<file path="src/rtl/dma_irq_pkg.sv">
package dma_irq_pkg;

   typedef enum logic [1:0] {
      CMD_NOP     = 2'b00,
      CMD_SET_IP  = 2'b01,
      CMD_CLR_IP  = 2'b10,
      CMD_RST_IUS = 2'b11
   } cmd_op_e;

   localparam logic [4:0] ADDR_DMA_EN = 5'b00100;
   localparam logic [4:0] ADDR_STATUS = 5'b00101;
   localparam logic [4:0] ADDR_IRQ_EN = 5'b00110;

endpackage

</file>
<file path="src/rtl/dma_irq_prio.sv">
// Fixed-priority picker: the highest index wins. Output is one-hot or zero.
module dma_irq_prio #(
   parameter int N = 4
) (
   input  logic [N-1:0] req,
   output logic [N-1:0] grant
);

   always_comb begin
      grant = '0;
      for (int i = 0; i < N; i++) begin
         if (req[i]) begin
            grant    = '0;
            grant[i] = 1'b1;
         end
      end
   end

endmodule

</file>
<file path="src/rtl/dma_irq_src.sv">
// One interrupt source: pending flag, in-service flag, request qualification.
module dma_irq_src (
   input  logic clk,
   input  logic rst,
   input  logic evt_done,
   input  logic evt_abort,
   input  logic abort_en,
   input  logic cmd_set,
   input  logic cmd_clr,
   input  logic ack_sel,
   input  logic ius_clr,
   input  logic src_ie,
   input  logic gate,
   output logic ip,
   output logic ius,
   output logic req
);

   logic set_any;
   logic clr_any;

   // Event sets are OR-ed in after the clears, so an event wins a same-cycle clear.
   assign set_any = evt_done | (evt_abort & abort_en) | cmd_set;
   assign clr_any = cmd_clr | ack_sel;

   always_ff @(posedge clk) begin
      if (rst) begin
         ip  <= 1'b0;
         ius <= 1'b0;
      end else begin
         ip  <= (ip & ~clr_any) | set_any;
         ius <= (ius & ~ius_clr) | ack_sel;
      end
   end

   assign req = ip & src_ie & gate & ~ius;

endmodule

</file>
<file path="src/rtl/dma_irq_regs.sv">
// Software-visible registers: DMA enables, abort enables, interrupt enables, status.
module dma_irq_regs
   import dma_irq_pkg::*;
#(
   parameter int NSRC   = 4,
   parameter int DATA_W = 8,
   parameter int AW     = 5
) (
   input  logic              clk,
   input  logic              rst,
   input  logic              wr_en,
   input  logic [AW-1:0]     addr,
   input  logic [DATA_W-1:0] wdata,
   input  logic [NSRC-1:0]   ip,
   input  logic [NSRC-1:0]   ius,
   output logic [DATA_W-1:0] rdata,
   output logic [NSRC-1:0]   chan_en,
   output logic [NSRC-1:0]   abort_en,
   output logic [NSRC-1:0]   src_ie,
   output logic              mie
);

   localparam logic [AW-1:0] A_DMA_EN = AW'(ADDR_DMA_EN);
   localparam logic [AW-1:0] A_STATUS = AW'(ADDR_STATUS);
   localparam logic [AW-1:0] A_IRQ_EN = AW'(ADDR_IRQ_EN);

   logic [DATA_W-1:0] dmaen_q;
   logic [NSRC-1:0]   ie_q;
   logic              mie_q;

   always_ff @(posedge clk) begin
      if (rst) begin
         dmaen_q <= '0;
         ie_q    <= '0;
         mie_q   <= 1'b0;
      end else if (wr_en) begin
         if (addr == A_DMA_EN) dmaen_q <= wdata;
         if (addr == A_IRQ_EN) begin
            ie_q  <= wdata[NSRC-1:0];
            mie_q <= wdata[DATA_W-1];
         end
      end
   end

   always_comb begin
      rdata = '0;
      case (addr)
         A_DMA_EN: rdata = dmaen_q;
         A_STATUS: rdata = {ius, ip};
         A_IRQ_EN: begin
            rdata[DATA_W-1] = mie_q;
            rdata[NSRC-1:0] = ie_q;
         end
         default:  rdata = '0;
      endcase
   end

   assign chan_en  = dmaen_q[NSRC-1:0];
   assign abort_en = dmaen_q[DATA_W-1:NSRC];
   assign src_ie   = ie_q;
   assign mie      = mie_q;

endmodule

</file>
<file path="src/rtl/dma_irq_ctrl.sv">
// Four-source DMA interrupt controller with acknowledge and daisy chain.
module dma_irq_ctrl
   import dma_irq_pkg::*;
#(
   parameter int NSRC   = 4,
   parameter int DATA_W = 8,
   parameter int AW     = 5
) (
   input  logic              clk,
   input  logic              rst,
   input  logic              reg_wr,
   input  logic [AW-1:0]     reg_addr,
   input  logic [DATA_W-1:0] reg_wdata,
   output logic [DATA_W-1:0] reg_rdata,
   input  logic              cmd_valid,
   input  logic [1:0]        cmd_op,
   input  logic [NSRC-1:0]   cmd_mask,
   input  logic [NSRC-1:0]   evt_done,
   input  logic [NSRC-1:0]   evt_abort,
   input  logic              int_ack,
   input  logic              chain_in,
   output logic              irq,
   output logic              chain_out,
   output logic [NSRC-1:0]   dma_chan_en
);

   generate
      if (NSRC < 2) begin : g_bad_nsrc
         $error("dma_irq_ctrl: NSRC must be at least 2");
      end
      if (DATA_W != 2 * NSRC) begin : g_bad_width
         $error("dma_irq_ctrl: DATA_W must equal 2*NSRC");
      end
      if (AW < 3) begin : g_bad_aw
         $error("dma_irq_ctrl: AW must be at least 3");
      end
   endgenerate

   cmd_op_e         op;
   logic [NSRC-1:0] cmd_set;
   logic [NSRC-1:0] cmd_clr;
   logic            rst_ius;
   logic [NSRC-1:0] ip_vec;
   logic [NSRC-1:0] ius_vec;
   logic [NSRC-1:0] req_vec;
   logic [NSRC-1:0] ack_grant;
   logic [NSRC-1:0] ius_top;
   logic [NSRC-1:0] ack_sel;
   logic [NSRC-1:0] ius_clr;
   logic [NSRC-1:0] abort_en;
   logic [NSRC-1:0] src_ie;
   logic            mie;
   logic            gate;

   assign op      = cmd_op_e'(cmd_op);
   assign cmd_set = (cmd_valid && op == CMD_SET_IP) ? cmd_mask : '0;
   assign cmd_clr = (cmd_valid && op == CMD_CLR_IP) ? cmd_mask : '0;
   assign rst_ius = cmd_valid && op == CMD_RST_IUS;

   dma_irq_regs #(
      .NSRC   (NSRC),
      .DATA_W (DATA_W),
      .AW     (AW)
   ) u_regs (
      .clk      (clk),
      .rst      (rst),
      .wr_en    (reg_wr),
      .addr     (reg_addr),
      .wdata    (reg_wdata),
      .ip       (ip_vec),
      .ius      (ius_vec),
      .rdata    (reg_rdata),
      .chan_en  (dma_chan_en),
      .abort_en (abort_en),
      .src_ie   (src_ie),
      .mie      (mie)
   );

   dma_irq_prio #(.N(NSRC)) u_ack_pick (.req(req_vec), .grant(ack_grant));
   dma_irq_prio #(.N(NSRC)) u_ius_pick (.req(ius_vec), .grant(ius_top));

   assign ack_sel = int_ack ? ack_grant : '0;
   assign ius_clr = rst_ius ? ius_top : '0;
   assign gate    = mie & chain_in;

   generate
      for (genvar g = 0; g < NSRC; g++) begin : g_src
         dma_irq_src u_src (
            .clk       (clk),
            .rst       (rst),
            .evt_done  (evt_done[g]),
            .evt_abort (evt_abort[g]),
            .abort_en  (abort_en[g]),
            .cmd_set   (cmd_set[g]),
            .cmd_clr   (cmd_clr[g]),
            .ack_sel   (ack_sel[g]),
            .ius_clr   (ius_clr[g]),
            .src_ie    (src_ie[g]),
            .gate      (gate),
            .ip        (ip_vec[g]),
            .ius       (ius_vec[g]),
            .req       (req_vec[g])
         );
      end
   endgenerate

   assign irq       = |req_vec;
   assign chain_out = chain_in & ~(|ius_vec) & ~(|req_vec);

endmodule

</file>
<file path="config.mk">
export PLATFORM = sky130hd
export DESIGN_NAME = dma_irq_ctrl
export DESIGN_NICKNAME = d
export VERILOG_FILES = /design/src/rtl/dma_irq_pkg.sv /design/src/rtl/dma_irq_prio.sv /design/src/rtl/dma_irq_src.sv /design/src/rtl/dma_irq_regs.sv /design/src/rtl/dma_irq_ctrl.sv
export SDC_FILE = /design/constraint.sdc
export NUM_CORES = 1
export LEC_CHECK = 0
export BUFFER_PORTS_ARGS = -buffer_cell sky130_fd_sc_hd__buf_2
export CAP_MARGIN = 40
export CORE_ASPECT_RATIO = 0.9
export CORE_UTILIZATION = 42
export DETAILED_ROUTE_END_ITERATION = 7
export GPL_TIMING_DRIVEN = 0
export MAX_ROUTING_LAYER = met4
export PLACE_DENSITY = 0.77
export SLEW_MARGIN = 15
export SYNTH_ARGS = -nofsm -noshare
export SYNTH_HDL_FRONTEND = slang
export SYNTH_SLANG_ARGS = --single-unit
</file>
<file path="constraint.sdc">
create_clock -name clk -period 1.65 [get_ports clk]
set_input_delay 0.33 -clock clk [delete_from_list [all_inputs] [get_ports clk]]
set_output_delay 0.33 -clock clk [all_outputs]
set_load 0.02 [all_outputs]
</file>
Word level (Yosys, flattened, before mapping)
Cells that the tools add are included.
{"block": "classes", "add_sub_neg": 0, "n_mul": 0, "div": 0, "n_lt_le_gt_ge": 0, "n_eq_ne": 6, "shifts": 0, "muxes": 15, "bitwise_logic": 61, "reduce_logical": 7}
{"cell": "1-bit AND", "n": 27}
{"cell": "4-bit 2-to-1 mux", "n": 6}
{"cell": "1-bit OR", "n": 20}
{"cell": "5-bit by 3-bit == test with 1-bit output (second input constant)", "n": 3}
{"cell": "1-bit NOT", "n": 14}
{"cell": "4-bit one-hot mux with 3 select lines", "n": 1}
{"cell": "4-bit OR reduction", "n": 2}
{"cell": "3-bit 2-to-1 mux", "n": 2}
{"cell": "3-bit one-hot mux with 2 select lines", "n": 1}
{"cell": "2-bit == test (second input constant)", "n": 2}
{"cell": "2-bit 2-to-1 mux", "n": 2}
{"cell": "2-bit AND reduction", "n": 2}
{"cell": "1-bit logical AND", "n": 3}
{"cell": "1-bit one-hot mux with 3 select lines", "n": 1}
{"cell": "2-bit by 1-bit == test with 1-bit output (second input constant)", "n": 1}
{"cell": "1-bit 2-to-1 mux", "n": 2}
{"block": "totals", "regBits": 21, "latchBits": 0, "mem_bits_rw": 0, "romBits": 0, "out_inout_bits": 14, "memories": 0}

Longest topological paths before layout
Gate-level depths: netlist of run 1.
{"block": "logic_depth", "depth_word": 12, "mapped_depth": 6, "depth_no_buf": 4}

Cells and area by module
From an unflattened synthesis of run 1, not the netlist that was laid out.
{"block": "unflattened", "cells_unflattened": 150, "hier_area_um2": 1382.6}
{"mod": "dma_irq_regs", "n_inst": 1, "cells_per_inst": 83, "area_each_um2": 803.3, "seq_area_each_um2": 260.2}
{"mod": "dma_irq_src", "n_inst": 4, "cells_per_inst": 9, "area_each_um2": 86.3, "seq_area_each_um2": 40.0}
{"mod": "dma_irq_ctrl", "n_inst": 1, "cells_per_inst": 23, "area_each_um2": 161.4, "seq_area_each_um2": 0.0}
{"mod": "dma_irq_prio", "n_inst": 2, "cells_per_inst": 4, "area_each_um2": 36.3, "seq_area_each_um2": 0.0}

Worst setup path before layout of run 1
OpenSTA, ideal clock, no wires.
{"block": "synth_path", "path_type": "input to output", "startpoint": "input port chain_in", "endpoint": "output port chain_out", "t_arrival_ns": 1.936, "slack_ns": -0.616, "stages": 4, "path_cell_list": "nand2_1 -> nor3_1 -> or4_1 -> nor4bb_1"}
{"block": "synth_between", "elab_chain_cells": 6}
{"item": "start, declared", "line_no": "dma_irq_ctrl.sv:21", "rtl": "input logic chain_in,"}
{"item": "1-bit AND (*)", "line_no": "dma_irq_ctrl.sv:84", "rtl": "assign gate = mie & chain_in;"}
{"item": "1-bit AND (2 in a row)", "line_no": "dma_irq_src.sv:36", "rtl": "assign req = ip & src_ie & gate & ~ius;"}
{"item": "4-bit OR reduction (*)"}
{"item": "named net irq", "line_no": "dma_irq_ctrl.sv:22", "rtl": "output logic irq,"}
{"item": "1-bit NOT (*)", "line_no": "dma_irq_ctrl.sv:108", "rtl": "assign chain_out = chain_in & ~(|ius_vec) & ~(|req_vec);"}
{"item": "1-bit AND (*)", "line_no": "dma_irq_ctrl.sv:108"}
{"item": "end, declared", "line_no": "dma_irq_ctrl.sv:23", "rtl": "output logic chain_out,"}
Mark *: on every way through the listed nets, which the timed path passes. The rest lies on a longest branch.

Worst setup path after layout of run 1
{"block": "layout_path", "startpoint": "register g_src[1].u_src.ip", "endpoint": "output port chain_out"}
{"block": "layout_between", "elab_chain_cells": 6}
{"item": "start, declared", "line_no": "dma_irq_src.sv:14", "rtl": "output logic ip,"}
{"item": "start signal, assigned", "line_no": "dma_irq_src.sv:31", "rtl": "ip <= (ip & ~clr_any) | set_any;"}
{"item": "1-bit AND (3 in a row)", "line_no": "dma_irq_src.sv:36"}
{"item": "4-bit OR reduction", "line_no": "dma_irq_ctrl.sv:108"}
{"item": "1-bit NOT", "line_no": "dma_irq_ctrl.sv:108"}
{"item": "1-bit AND", "line_no": "dma_irq_ctrl.sv:108"}
No other way between the ends.

==> results of run 1 <==
## cell usage in the layout (no fill, tap or decap), types with 2 or more instances in the layout
master	instances
dfxtp_2	3
buf_4	4
nand3_1	2
o21ai_0	6
clkbuf_4	4
mux2i_1	16
clkbuf_1	3
o2bb2ai_1	3
nand3b_1	3
nand2_1	12
buf_2	35
nor3_2	2
nor2_4	4
inv_1	2
a21oi_2	4
a221oi_1	4
nor2_1	18
dfxtp_1	16
and3_1	3
dfxtp_4	2
a21oi_1	10
nor3_4	3
buf_6	11
nor3_1	2
## layer usage
layer  wire (um)  vias up  share of wire  GRT usage
met1        1380      574           0.43      0.305
met2        1600       51           0.49      0.431
met4          37        0          0.011     0.0772
li1            -      601              -          -
met5           0        -              0          -
met3         220        5          0.068     0.0405
## where the power goes
| group | switching [mW] | internal [mW] | total, mW |
|---|---|---|---|
| clock | 0.156 | 0.0944 | 0.251 |
| combinational | 0.0789 | 0.0792 | 0.158 |
| sequential | 0.0123 | 0.516 | 0.528 |
## per-stage QoR
| step | area, um2 | cells | hold WS (ps) |
|---|---|---|---|
| after detailed placement | 1460 | 210 | 489 |
| after global placement | 1460 | 210 | 485 |
| after global routing | 1680 | 217 | 251 |
| after CTS | 1670 | 218 | 231 |
| final | 1680 | 217 | 237 |
| after floorplan | 1190 | 136 | 418 |
## worst paths after layout
kind | startpoint | to | slack (ps)
worst max register to register | g_src[2].u_src.ius | g_src[0].u_src.ip | 70
worst min-delay path | rst | g_src[2].u_src.ip | 240
worst max-delay path | g_src[1].u_src.ip | chain_out | -490
worst min register to register | u_regs.src_ie[3] | u_regs.src_ie[3] | 510
## cells in the mapped netlist, types with 2 or more instances
cell,n
dfxtp_1,21
a221oi_1,4
nand2_1,13
mux2i_1,16
clkbuf_1,5
a21oi_1,14
nand3_1,2
o2bb2ai_1,3
inv_1,2
and3_1,3
nand3b_1,3
nor3_1,7
nor2_1,23
o21ai_0,6
## layout make-up
type,instances,area [um2]
clock buffer,4,26.3
inverter,2,7.51
tap,28,35.0
sequential,21,432
multi-input combinational,106,778
fill,212,812
timing repair buffer,50,333
buffer,6,65.1
## flip-flops by register name, indices dropped and copies added (netlist names)
signal           count
u_regs.src_ie        4
g_src.u_src.ip       4
u_regs.mie           1
g_src.u_src.ius      4
u_regs.dmaen_q       8
## kinds of logic (layout without fill, tap and decap cells)
logic type,after synthesis,in the layout
buffers and inverters,9,62
flip-flops,21,21
AND/OR/NAND/NOR,59,59
multiplexers,16,16
AO/OA/AOI/OAI,31,31
## worst register-to-register path: stages (launching register included)
cell       delay (ps)
dfxtp_1           470
nor3_1            140
or4b_2            710
o2bb2ai_1         150
## what timing repair did
item	4_1_cts	5_1_grt
resized for setup	43	6
gates cloned	1	0
buffers inserted	3	0
pin swaps	3	5
setup endpoints to repair	10	11
==> reports/metrics.yaml, run 1 <==
worst_setup_path:
  worstPathMaxFanout: 3
  cp_num_buf_inv: 1
  path_cells: "nand2_1 > nor3_2 > or4_4 > nor4bb_4 > buf_4"
  arrival_ps: 1810
  critPathMaxStageDelay_ps: 560
  cp.depth: 5
  worstRegToRegCells: 3
  cp_data_required_time_ps: 1320
  cp-start-kind: "register"
  end_kind: "output port"
  cp_top_family: "simple AND/OR/NAND/NOR gates"
  crit_type: "reg2out"
  cpMaxStageDelayCell: "or4_4"
timing:
  relSlewSlack: 0.665
  fmax_mhz: 468
  rsz0062_at_grt: "true"
  setup_tns_ps: -816
  setup_slack_ps: -489
  finalMaxSlewViolations: 0
  fin_crit_ps: 2140
  period_share: 1.30
  setup_viol: 6
  clock_skew_ps: 2.98
  worst_slew_pin_slew_ps: 503
  finalHoldViolCount: 0
synth:
  synth_area_per_cell_um2: 8.21
  synth_flop_cell: "dfxtp_1"
  synth_top_area_frac: 0.377
  synth_cell_types: 28
  postSynthCellCount: 136
  yosysSeqAreaShare: 0.377
  synth_warnings: 0
  synthArstFlopShare: 0
  synth_top_area_cell: "dfxtp_1"
  synthTopCellsByArea: "dfxtp_1 (38%), mux2i_1 (14%), nor2_1 (7.7%)"
  synth.area.mux_share: 0.143
  synth_compound_area_frac: 0.175
  netlist_area_mm2: 0.00112
  yosys.area_share.adder: 0
  synthXorXnorAreaFrac: 0
  ys_seq_elements: 21
  synth-edff-count: 0
  synth_top_family_by_area: "simple AND/OR/NAND/NOR gates"
  yosys.area_share.simple: 0.267
  synth_nets: 169
power_and_ir_drop:
  p_per_area_mw_per_mm2: 559
  irDropWorstVdd_v: 0.000490
  total_power_mw: 0.937
  p_leak_nw: 0.761
clock_network:
  cts_root_buf: "clkbuf_4"
  clk_path_buf_depth: 2
  cts_made_buffers: 3
  clk_latency_ps: 310
  cts_tree: "done"
  cts_hold_buf: 0
  htree_levels: 1
  path_clk_slew_ps: 110
  cts.sinks: 21
die:
  die_width_um: 56.3
  die_area_mm2: 0.00287
  start_util: 0.448
  rows: 17
  io_pins: 47
  core_area_mm2: 0.00249
  die_y_um: 50.9
cells_and_area:
  diodes: 0
  fin_util: 0.674
  nets: 223
  drive_gt1_frac: 0.434
  syn_to_final_growth_pct: 50.2
routing:
  drtIter0Drc: 49
  routed_wl_um: 3240
  wire_per_inst_um: 14.9
  viasPerCell: 5.67
  vias: 1231
  dr.pass1.iters: 4
  drc_errors: 0
  ant_nets: 0
placement:
  dpl.hpwl_um: 2390
  dp_slack_ps: -368
  globalplace.congestion: 0.870
  portBuffers: 46
outcome:
  violations: "negative setup slack"
  status: "finished with violations"
global_routing:
  grt_pass1_wl_um: 5350
  grt_pass1_vias: 1187
  grt_max_degree: 12
  antenna_found_initial: 0
  grt-ovfl-total: 0
  grtUsageTotal: 0.250
hold_path:
  whs_path_depth: 2
  hp-class: "in2reg"
job:
  max-cap-violations: 0
(Power assumes the default switching activity.)
==> run 2: changes to the inputs <==
--- a/config.mk
+++ b/config.mk
@@ -11,7 +11,6 @@
 export CORE_UTILIZATION = 42
 export DETAILED_ROUTE_END_ITERATION = 7
 export GPL_TIMING_DRIVEN = 0
-export MAX_ROUTING_LAYER = met4
 export PLACE_DENSITY = 0.77
 export SLEW_MARGIN = 15
 export SYNTH_ARGS = -nofsm -noshare
==> run 2 against run 1 <==
Critical endpoint unchanged. Non-clock buffer count grew 4. Fmax grew 0.28%. Critical path depth shrank 1. Sequential power is essentially flat. Critical path type unchanged. Clock power is essentially flat. Global-route usage shrank 0.64 points. The flow still finishes with violations (negative setup slack). Setup slack gained 6.0 ps. Clock skew is essentially flat. Design area grew 2.9%. Die area is the same. Via count grew 1.2%. Cell count grew 1.8%.
==> reports/metrics.yaml, run 2 (same netlist as run 1, synthesis figures left out) <==
worst_setup_path:
  worstPathMaxFanout: 7
  cp-start-kind: "register"
  cp_data_required_time_ps: 1320
  end_kind: "output port"
  worstRegToRegCells: 5
  crit_type: "reg2out"
  arrival_ps: 1800
timing:
  rsz0062_at_grt: "true"
  finalHoldViolCount: 0
  fmax_mhz: 469
  fin_crit_ps: 2130
  setup_viol: 8
  period_share: 1.29
  setup_slack_ps: -483
  relSlewSlack: 0.672
  worst_slew_pin_slew_ps: 493
  finalMaxSlewViolations: 0
  clock_skew_ps: 3.03
cells_and_area:
  final_cell_area_mm2: 0.00173
  diodes: 0
  drive_gt1_frac: 0.472
  final_cells: 221
  regMostFlops: "u_regs.dmaen_q"
  nets: 227
  mostFrequentLayoutCells: "buf_2 (34), nor2_1 (18), mux2i_1 (16)"
  syn_to_final_growth_pct: 54.6
  fin_util: 0.693
  largest_reg_flops: 8
  final_common_cell: "buf_2"
global_routing:
  antenna_found_initial: 0
  grt_max_degree: 13
  grtUsageTotal: 0.244
  grt_pass1_vias: 1172
  grt_pass1_wl_um: 5330
  grt-ovfl-total: 0
clock_network:
  cts_root_buf: "clkbuf_4"
  cts_tree: "done"
  clk_latency_ps: 300
  path_clk_slew_ps: 120
  clk_path_buf_depth: 2
  cts_hold_buf: 0
  htree_levels: 1
  cts_made_buffers: 3
  cts.sinks: 21
placement:
  globalplace.congestion: 0.859
  dp_slack_ps: -371
  place_area_mm2: 0.00146
  dpl.hpwl_um: 2370
  portBuffers: 46
  dp.cells: 210
routing:
  dr.pass1.iters: 4
  routed_wl_um: 3280
  vias: 1246
  drc_errors: 0
  drtIter0Drc: 44
  ant_nets: 0
  viasPerCell: 5.64
  wire_per_inst_um: 14.8
die:
  core_area_mm2: 0.00249
  io_pins: 47
  rows: 17
  die_width_um: 56.3
  die_y_um: 50.9
  die_area_mm2: 0.00287
  start_util: 0.448
job:
  max-cap-violations: 0
outcome:
  status: "finished with violations"
  violations: "negative setup slack"
power_and_ir_drop:
  irDropWorstVdd_v: 0.000480
  clkPwrFrac: 0.270
  p_leak_nw: 0.786
  switching_share: 0.270
  internal-power_mw: 0.688
  p_comb_frac: 0.168
  pwr-share-seq: 0.563
  p_per_area_mw_per_mm2: 547
  power_switching_mw: 0.255
  total_power_mw: 0.943
hold_path:
  whs_path_depth: 2
  hp-class: "in2reg"
[run 2: changes by cell type in the layout (fill, tap and decap cells not counted), sizes merged]
cell,delta
buf,+3
clkinv,+1
[run 2: cell type report]
type / count / area (um2)
Buffer: 7 / 76.3
Inverter: 2 / 7.51
Sequential cell: 21 / 433
Tap cell: 28 / 35.0
Clock inverter: 1 / 5.00
Fill cell: 210 / 763
Multi-Input combinational cell: 106 / 782
Timing Repair Buffer: 53 / 364
Clock buffer: 3 / 22.5
[run 2: timing repair]
| action | in CTS | in global routing |
|---|---|---|
| buffers inserted | 6 | 0 |
| endpoints found under the setup margin | 10 | 12 |
| pin swaps | 3 | 4 |
| cloned | 1 | 0 |
| resized for setup | 41 | 13 |
[run 2: routing by layer]
layer | share of wire | up-vias | GRT usage | routed length [um]
li1 | - | 617 | - | -
met1 | 0.43 | 576 | 0.307 | 1420
met2 | 0.50 | 49 | 0.437 | 1650
met3 | 0.057 | 4 | 0.0405 | 186
met4 | 0.0070 | 0 | 0.0610 | 23
met5 | 0 | - | 0 | 0
[run 2: worst max-delay path, stage by stage, from the launching register on]
cell	delay, ps
dfxtp_2	420
nor3_2	100
or4_4	540
nor4bb_4	260
buf_4	180
[run 2: worst paths after layout]
check | from | slack, ps | to
worst max register to register | g_src[0].u_src.ius | -90 | g_src[0].u_src.ip
worst max-delay path | g_src[3].u_src.ius | -480 | chain_out
worst min-delay path | rst | 230 | g_src[2].u_src.ip
worst min register to register | u_regs.src_ie[2] | 510 | u_regs.src_ie[2]
[run 2: power groups by stage]
| stage | Clock [mW] | Combinational, mW | Sequential, mW |
|---|---|---|---|
| floorplan | 0 | 0.0680 | 0.537 |
| global placement | 0 | 0.126 | 0.540 |
| detailed placement | 0 | 0.129 | 0.541 |
| CTS | 0.255 | 0.151 | 0.528 |
| global route | 0.276 | 0.172 | 0.532 |
| finish | 0.254 | 0.158 | 0.531 |
[run 2: stage by stage]
stage,TNS (ps),hold WS [ps]
floorplan,-1010,418
global route,-1460,231
detailed placement,-4520,496
global placement,-4400,484
CTS,-1020,227
finish,-1120,228
==> run 3: changes to the inputs <==
--- a/config.mk
+++ b/config.mk
@@ -8,6 +8,7 @@
 export BUFFER_PORTS_ARGS = -buffer_cell sky130_fd_sc_hd__buf_2
 export CAP_MARGIN = 40
 export CORE_ASPECT_RATIO = 0.9
+export CORE_MARGIN = 3
 export CORE_UTILIZATION = 42
 export DETAILED_ROUTE_END_ITERATION = 7
 export GPL_TIMING_DRIVEN = 0
==> run 3 against run 2 <==
The flow still finishes with violations (negative setup slack). Utilization is 0.15 points higher. Count of clock-buffer cells in the layout stayed put. Cell count is 0.45% lower. Critical path type unchanged.
==> reports/metrics.yaml, run 3 (same netlist as run 1, synthesis figures left out) <==
timing:
  worst_slew_pin_slew_ps: 482
  rsz0062_at_grt: "true"
  relSlewSlack: 0.679
  setup_viol: 4
  period_share: 1.30
  finalHoldViolCount: 0
  finalMaxSlewViolations: 0
  clock_skew_ps: 12.3
  fmax_mhz: 465
  setup_tns_ps: -930
  fin_hold_ws_ps: 245
  setup_slack_ps: -499
  fin_crit_ps: 2150
clock_network:
  clk_latency_ps: 310
  htree_levels: 1
  cts.sinks: 21
  cts_made_buffers: 3
  cts_root_buf: "clkbuf_4"
  cts_tree: "done"
  path_clk_slew_ps: 130
  clk_path_buf_depth: 2
cells_and_area:
  final_common_cell: "buf_2"
  regMostFlops: "u_regs.dmaen_q"
  syn_to_final_growth_pct: 54.9
  diodes: 0
  final_cells: 220
  final_cell_area_mm2: 0.00173
  fin_util: 0.695
  nets: 226
  mostFrequentLayoutCells: "buf_2 (34), nor2_1 (18), dfxtp_1 (16)"
  drive_gt1_frac: 0.464
  largest_reg_flops: 8
global_routing:
  gr-usage-met1: 0.268
  grt_pass1_vias: 1160
  top_usage_layer: "met2"
  grtUsageTotal: 0.217
  grtUsageMet3: 0.0394
  antenna_found_initial: 0
  grt_pass1_wl_um: 5250
  grt_max_degree: 13
  grt-ovfl-total: 0
  grt_util_met2: 0.381
placement:
  globalplace.congestion: 0.884
  place_area_mm2: 0.00146
  dpl.hpwl_um: 2500
  portBuffers: 46
  dp.cells: 210
  dp_slack_ps: -360
routing:
  drtIter0Drc: 63
  viasPerCell: 5.79
  dr.pass1.iters: 4
  vias: 1273
  wire_per_inst_um: 16.5
  drc_errors: 0
  ant_nets: 0
  routed_wl_um: 3630
die:
  die_width_um: 60.3
  start_util: 0.448
  die_area_mm2: 0.00331
  die_y_um: 54.9
  io_pins: 47
  core_area_mm2: 0.00249
  rows: 17
worst_setup_path:
  cp_num_buf_inv: 1
  cp_top_family: "simple AND/OR/NAND/NOR gates"
  cp_data_required_time_ps: 1320
  crit_type: "reg2out"
  worstPathMaxFanout: 6
  worst-r2r-setup-slack_ps: 30
  arrival_ps: 1820
  cpMaxStageDelayCell: "or4_4"
  cp-start-kind: "register"
  path_cells: "nand2_4 > nor3_4 > or4_4 > nor4bb_4 > buf_4"
  critPathMaxStageDelay_ps: 560
  end_kind: "output port"
outcome:
  violations: "negative setup slack"
  status: "finished with violations"
power_and_ir_drop:
  total_power_mw: 0.942
  irDropWorstVdd_v: 0.000479
  p_per_area_mw_per_mm2: 545
  p_leak_nw: 0.782
hold_path:
  hp-class: "in2reg"
job:
  max-cap-violations: 0
[run 3: report_power, final]
part / internal (mW) / leakage [nW] / switching [mW] / total (mW)
Sequential: 0.516 / 0.173 / 0.0129 / 0.529
Combinational: 0.0819 / 0.590 / 0.0818 / 0.164
Clock: 0.0904 / 0.0177 / 0.159 / 0.250
[run 3: what timing repair did]
action | in CTS | in global routing
hold buffers | 0 | 0
pin swaps | 5 | 5
endpoints found under the setup margin | 10 | 11
cloned | 1 | 0
resized for setup | 40 | 18
endpoints found under the hold margin | 0 | 0
buffers inserted | 4 | 3
[run 3: layout make-up]
cell class	count	area (um2)
Clock buffer	3	22.5
Fill cell	189	759
Tap cell	28	35.0
Inverter	2	7.51
Timing Repair Buffer	54	375
Sequential cell	21	432
Multi-Input combinational cell	106	797
Buffer	5	55.1
Clock inverter	1	5.00
[run 3: path summary, 6_finish.rpt]
| check | startpoint | end | cells past startpoint |
|---|---|---|---|
| hold / removal | rst | g_src[2].u_src.ip | 2 |
| setup reg to reg | u_regs.mie | g_src[0].u_src.ip | 6 |
| hold reg to reg | u_regs.src_ie[1] | u_regs.src_ie[1] | 2 |
| setup / recovery | u_regs.mie | chain_out | 5 |
[run 3: per-layer routing]
metal  part of all wire  wire (um)  vias to the layer above
met3              0.082        296                        6
met1               0.39       1420                      604
met2               0.52       1870                       56
li1                   -          -                      607
met5                  0          0                        -
met4              0.010         38                        0
